===== src/rtl/pga_agc_pkg.sv =====
package pga_agc_pkg;
    typedef logic [1:0] gain_t;
    localparam gain_t GAIN_X4   = 2'd0;
    localparam gain_t GAIN_X256 = 2'd3;
endpackage


===== src/rtl/pga_agc_settle.sv =====
module pga_agc_settle #(
    parameter int unsigned SETTLE_CYC = 10000
) (
    input  logic clk,
    input  logic rst_n,
    input  logic chan_en,
    output logic ready
);
    localparam int unsigned CW = $clog2(SETTLE_CYC + 1);
    localparam logic [CW-1:0] LIMIT = CW'(SETTLE_CYC);

    logic [CW-1:0] cnt_d, cnt_q;

    assign ready = (cnt_q == LIMIT);

    always_comb begin
        cnt_d = cnt_q;
        if (!chan_en)
            cnt_d = '0;
        else if (!ready)
            cnt_d = cnt_q + 1'b1;
    end

    always_ff @(posedge clk) begin
        if (!rst_n) cnt_q <= '0;
        else        cnt_q <= cnt_d;
    end
endmodule


===== src/rtl/pga_agc_cmp.sv =====
module pga_agc_cmp
    import pga_agc_pkg::*;
#(
    parameter int W          = 20,
    parameter int UP_TH_X4   = 62500,
    parameter int UP_TH_X16  = 15625,
    parameter int UP_TH_X64  = 3907,
    parameter int DN_TH_X16  = 114583,
    parameter int DN_TH_X64  = 28647,
    parameter int DN_TH_X256 = 7163
) (
    input  logic signed [W-1:0] sample,
    input  gain_t               gain,
    output logic                step_up,
    output logic                step_down
);
    localparam int MW = W + 1;

    logic [MW-1:0] ext, mag, up_th, dn_th;

    always_comb begin
        ext = {sample[W-1], sample};
        mag = sample[W-1] ? (~ext + 1'b1) : ext;
        case (gain)
            2'd0:    begin up_th = MW'(UP_TH_X4);  dn_th = '1;                end
            2'd1:    begin up_th = MW'(UP_TH_X16); dn_th = MW'(DN_TH_X16);  end
            2'd2:    begin up_th = MW'(UP_TH_X64); dn_th = MW'(DN_TH_X64);  end
            default: begin up_th = '0;             dn_th = MW'(DN_TH_X256); end
        endcase
        step_up   = (gain != GAIN_X256) && (mag < up_th);
        step_down = (gain != GAIN_X4)   && (mag > dn_th);
    end
endmodule


===== src/rtl/pga_agc_top.sv =====
module pga_agc_top
    import pga_agc_pkg::*;
#(
    parameter int          W          = 20,
    parameter int unsigned SETTLE_CYC = 10000,
    parameter int          UP_TH_X4   = 62500,
    parameter int          UP_TH_X16  = 15625,
    parameter int          UP_TH_X64  = 3907,
    parameter int          DN_TH_X16  = 114583,
    parameter int          DN_TH_X64  = 28647,
    parameter int          DN_TH_X256 = 7163
) (
    input  logic                clk,
    input  logic                rst_n,
    input  logic                chan_en,
    input  logic                lock_en,
    input  logic [1:0]          lock_gain,
    input  logic                conv_valid,
    input  logic signed [W-1:0] conv_data,
    output logic [1:0]          pga_gain,
    output logic                out_valid,
    output logic signed [W-1:0] out_data,
    output logic [1:0]          out_gain
);
    typedef struct packed {
        gain_t               gain;
        logic                discard;
        logic                vld;
        logic signed [W-1:0] data;
        gain_t               tag;
    } agc_t;

    agc_t s_d, s_q;
    logic ready, up, down;

    pga_agc_settle #(.SETTLE_CYC(SETTLE_CYC)) u_settle (
        .clk(clk), .rst_n(rst_n), .chan_en(chan_en), .ready(ready)
    );

    pga_agc_cmp #(
        .W(W), .UP_TH_X4(UP_TH_X4), .UP_TH_X16(UP_TH_X16), .UP_TH_X64(UP_TH_X64),
        .DN_TH_X16(DN_TH_X16), .DN_TH_X64(DN_TH_X64), .DN_TH_X256(DN_TH_X256)
    ) u_cmp (
        .sample(conv_data), .gain(s_q.gain), .step_up(up), .step_down(down)
    );

    always_comb begin
        s_d     = s_q;
        s_d.vld = 1'b0;
        if (!chan_en) begin
            s_d.gain    = lock_en ? lock_gain : GAIN_X256;
            s_d.discard = 1'b0;
        end else begin
            if (ready && conv_valid) begin
                if (s_q.discard) begin
                    s_d.discard = 1'b0;
                end else begin
                    s_d.vld  = 1'b1;
                    s_d.data = conv_data;
                    s_d.tag  = s_q.gain;
                    if (!lock_en && down) begin
                        s_d.gain    = s_q.gain - 2'd1;
                        s_d.discard = 1'b1;
                    end else if (!lock_en && up) begin
                        s_d.gain    = s_q.gain + 2'd1;
                        s_d.discard = 1'b1;
                    end
                end
            end
            if (lock_en && (lock_gain != s_q.gain)) begin
                s_d.gain    = lock_gain;
                s_d.discard = 1'b1;
            end
        end
    end

    always_ff @(posedge clk) begin
        if (!rst_n) begin
            s_q.gain    <= GAIN_X256;
            s_q.discard <= 1'b0;
            s_q.vld     <= 1'b0;
            s_q.data    <= '0;
            s_q.tag     <= GAIN_X256;
        end else begin
            s_q <= s_d;
        end
    end

    assign pga_gain  = s_q.gain;
    assign out_valid = s_q.vld;
    assign out_data  = s_q.data;
    assign out_gain  = s_q.tag;
endmodule


===== config.mk =====
export PLATFORM = sky130hd
export DESIGN_NAME = pga_agc_top
export DESIGN_NICKNAME = d
export VERILOG_FILES = /design/src/rtl/pga_agc_pkg.sv /design/src/rtl/pga_agc_settle.sv /design/src/rtl/pga_agc_cmp.sv /design/src/rtl/pga_agc_top.sv
export SDC_FILE = /design/constraint.sdc
export NUM_CORES = 1
export LEC_CHECK = 0
export ABC_AREA = 1
export BUFFER_PORTS_ARGS = -buffer_cell sky130_fd_sc_hd__buf_2
export CAP_MARGIN = 20
export CELL_PAD_IN_SITES_DETAIL_PLACEMENT = 1
export CELL_PAD_IN_SITES_GLOBAL_PLACEMENT = 2
export CORE_ASPECT_RATIO = 1.1
export CORE_UTILIZATION = 31
export CTS_BUF_LIST = sky130_fd_sc_hd__clkbuf_4 sky130_fd_sc_hd__clkbuf_8 sky130_fd_sc_hd__clkbuf_16
export CTS_CLUSTER_SIZE = 30
export DETAILED_ROUTE_END_ITERATION = 6
export PLACE_DENSITY = 0.89
export SLEW_MARGIN = 25
export SYNTH_ARGS = -nofsm -noshare
export SYNTH_HDL_FRONTEND = slang
export SYNTH_SLANG_ARGS = --single-unit

===== constraint.sdc =====
create_clock -name clk -period 3.7 [get_ports clk]
set_clock_uncertainty 0.15 [all_clocks]
set_input_delay 0 -clock clk [delete_from_list [all_inputs] [get_ports clk]]
set_output_delay 0 -clock clk [all_outputs]
set_load 0.01 [all_outputs]

==> metrics.txt <==
setup TNS=0 ps; Synth Area in Compound Gates=14.2%; mux share of post-synthesis cell area=0%; Worst-path clk slew=approximately 60 ps; initial antenna violation count=0; Layout Nets=around 600; Clock Latency Late Sink=280 ps; Die Width=100 um; simple-gate portion of the synthesized area=27.6%; Longest Clk Path Bufs=2; drt drc=0; Max Freq=~300 MHz; RSZ-0062 raised after global routing=no; CTS Buf Count=5; number of routed nets with antenna violations=0; crit path time final=3430 ps; synth warn=0; Vias/cell=4.73; status=completed; Final Max Slew Viols=0; post-DP HPWL=7.26 mm; CORE AREA=between 10000 and 15000 um2; first-pass GRT wire length=15.3 mm; Yosys reg bits=40; LEAKAGE=0.00176 uW; n_diodes=0; # setup viols final=0; die height=110 um; CTS Sinks=40; Fin. Hold Viols=0; Placer Congestion=0.830; Mapped Avg Cell Area=between 6 and 7 um2; EDFF count, synth=0; Yosys cell types=35; DR vias=3234; vias in the first global route=3251; top cells by count, synth=82 x nand2_1, 77 x inv_1, 41 x a21oi_1; post-route insts no fill=683; pwr dens=306 nW/um2; initial core utilization=31.8%; fraction of the yosys area taken by sequential cells=24.4%; Synth Cell Area=3290 um2; GRT Total Usage=17.6%; maximum vdd ir drop=145 uV; Cells after Synth=492; worst min-delay path class=in2reg; Max Fanout on Critical Path=4; top post-synthesis cells by area=dfxtp_1 24%, ha_1 13%, nand2_1 9.4%; Synth Area in XOR/XNOR=approximately 4.8%; ratio of cells with drive above 1 in the final layout=between 10% and 20%; I/O Buffers=slightly above 50; worst setup path class=in2reg; cell row count=39; final period utilization=92.7%; H-Tree Depth=2; Syn Nets=around 550; Pre-antenna DRT Iters=4; Adder-Cell Fraction of Synth Area=12.9%; clock tree from TritonCTS=yes; pre-CTS setup slack=370 ps; Required @ worst endpoint=3780 ps; top cell type's share of synthesized area=approximately a quarter; die area=~11000 um2; max-cap check violation count=0; Main synth FF type=dfxtp_1; Avg WL per Cell=13.6 um; # Post-CTS Setup Buffers=0; Initial DRC Count=93; io pins=52; CTS Root Buffer Type=clkbuf_16; Overflow after GRT=0; Final Cell Area=3880 um2; instance area at placement=3510 um2; Post-Place Cells=655; largest net degree at the start of global routing=between 40 and 50; largest family of logic cells by synthesized area=simple AND/OR/NAND/NOR gates; crit path capture type=flip-flop; Worst Hold Slack=3.18 ps; most common cell in the synthesized netlist=nand2_1; Post-synth ARST share=0%; Worst EP arrival=3510 ps; Area growth syn-to-layout=18.0%; final worst slack=270 ps; Layout fillers=1366; CP startpoint kind=input pin; final wirelength=9.27 mm; post-synth top area cell=dfxtp_1
registers in the layout, summed over array words and instances (netlist names):
register        count
out_data           20
u_settle.cnt_q     14
out_gain            2
pga_gain            2
out_valid           1
s_q                 1
cell usage in the layout (no fill, tap or decap), types with 2 or more instances in the layout:
master,instances
nand2_1,82
inv_1,77
buf_2,51
a21oi_1,41
nor2_1,40
dfxtp_1,40
ha_1,33
o21ai_0,31
nand3_1,25
dlygate4sd3_1,21
nor3_1,18
xor2_1,13
nand2_2,10
nand4_1,10
inv_2,5
clkbuf_16,5
xnor2_1,3
nand3_2,3
nor4_1,3
a211oi_1,3
nor2_2,2
nor2_4,2
o21ai_1,2
a31oi_1,2
nand3b_1,2
o22ai_1,2
stage by stage:
step                      total power (uW)  utilization [%]
after floorplan                        666                -
after global placement                 745             33.9
after detailed placement               757             33.9
after CTS                             1190             37.3
after global routing                  1260             37.5
final                                 1190             37.5
power breakdown:
group	total, uW	internal [uW]	switching [uW]
logic	332	130	202
registers	441	435	6.43
clock network	415	252	162
total	1190	817	371
logic make-up (layout without fill, tap and decap cells):
logic type | Yosys count | count (layout)
other | 1 | 1
AND/OR/NAND/NOR | 199 | 199
AO/OA/AOI/OAI | 87 | 87
XOR/XNOR | 17 | 17
buffers and inverters | 114 | 162
adder cells (fa/ha/maj) | 34 | 34
flip-flops | 40 | 40
worst max-delay path, stage by stage:
cell	delay (ps)
dlygate4sd3_1	550
buf_2	150
inv_1	110
ha_2	230
nand2_2	80
nor2_4	120
nand3_2	110
o21ai_1	190
nand2_1	90
xor2_1	180
inv_1	70
ha_1	290
inv_1	80
nor3_4	160
nand3b_1	110
a21oi_1	120
nand2_1	60
nor3_1	190
nor3_1	90
nand2_2	90
nand2_2	60
nand2_2	90
nand3_1	100
nand2_1	80
inv_1	50
nand2_1	50
final timing paths:
path                                endpoint  depth (start not counted)          from  slack [ps]
worst max-delay path             pga_gain[1]                         26  conv_data[1]         270
worst min register to register  out_data[15]                          2  out_data[15]         290
worst min-delay path             out_data[8]                          3  conv_data[8]           3
worst max register to register   pga_gain[1]                         18   pga_gain[0]         630
layer usage:
metal | up-vias | GRT usage (%) | share of wire [%]
met4 | 0 | 6.52 | 2.2
met3 | 15 | 2.08 | 1.8
met5 | - | 0 | 0
li1 | 1667 | - | -
met2 | 46 | 30.8 | 48
met1 | 1506 | 22.2 | 48
timing repair:
action                                  4_1_cts  5_1_grt
hold buffers                                 21        0
endpoints found under the setup margin        0        3
resized for setup                             0        5
hold endpoints to repair                     22        0
area by class of cell:
| class | instances | area (um2) | share of cell area, % |
|---|---|---|---|
| multi-input cells | 338 | 1980 | 51.0 |
| flip-flops and latches | 40 | 801 | 20.7 |
| repair buffers | 73 | 473 | 12.2 |
| inverters | 82 | 308 | 7.94 |
| well taps | 143 | 179 | 4.62 |
| clock buffers | 6 | 133 | 3.42 |
| clock inverters | 1 | 5.00 | 0.129 |
No activity file was read; power rests on OpenSTA's default activity.
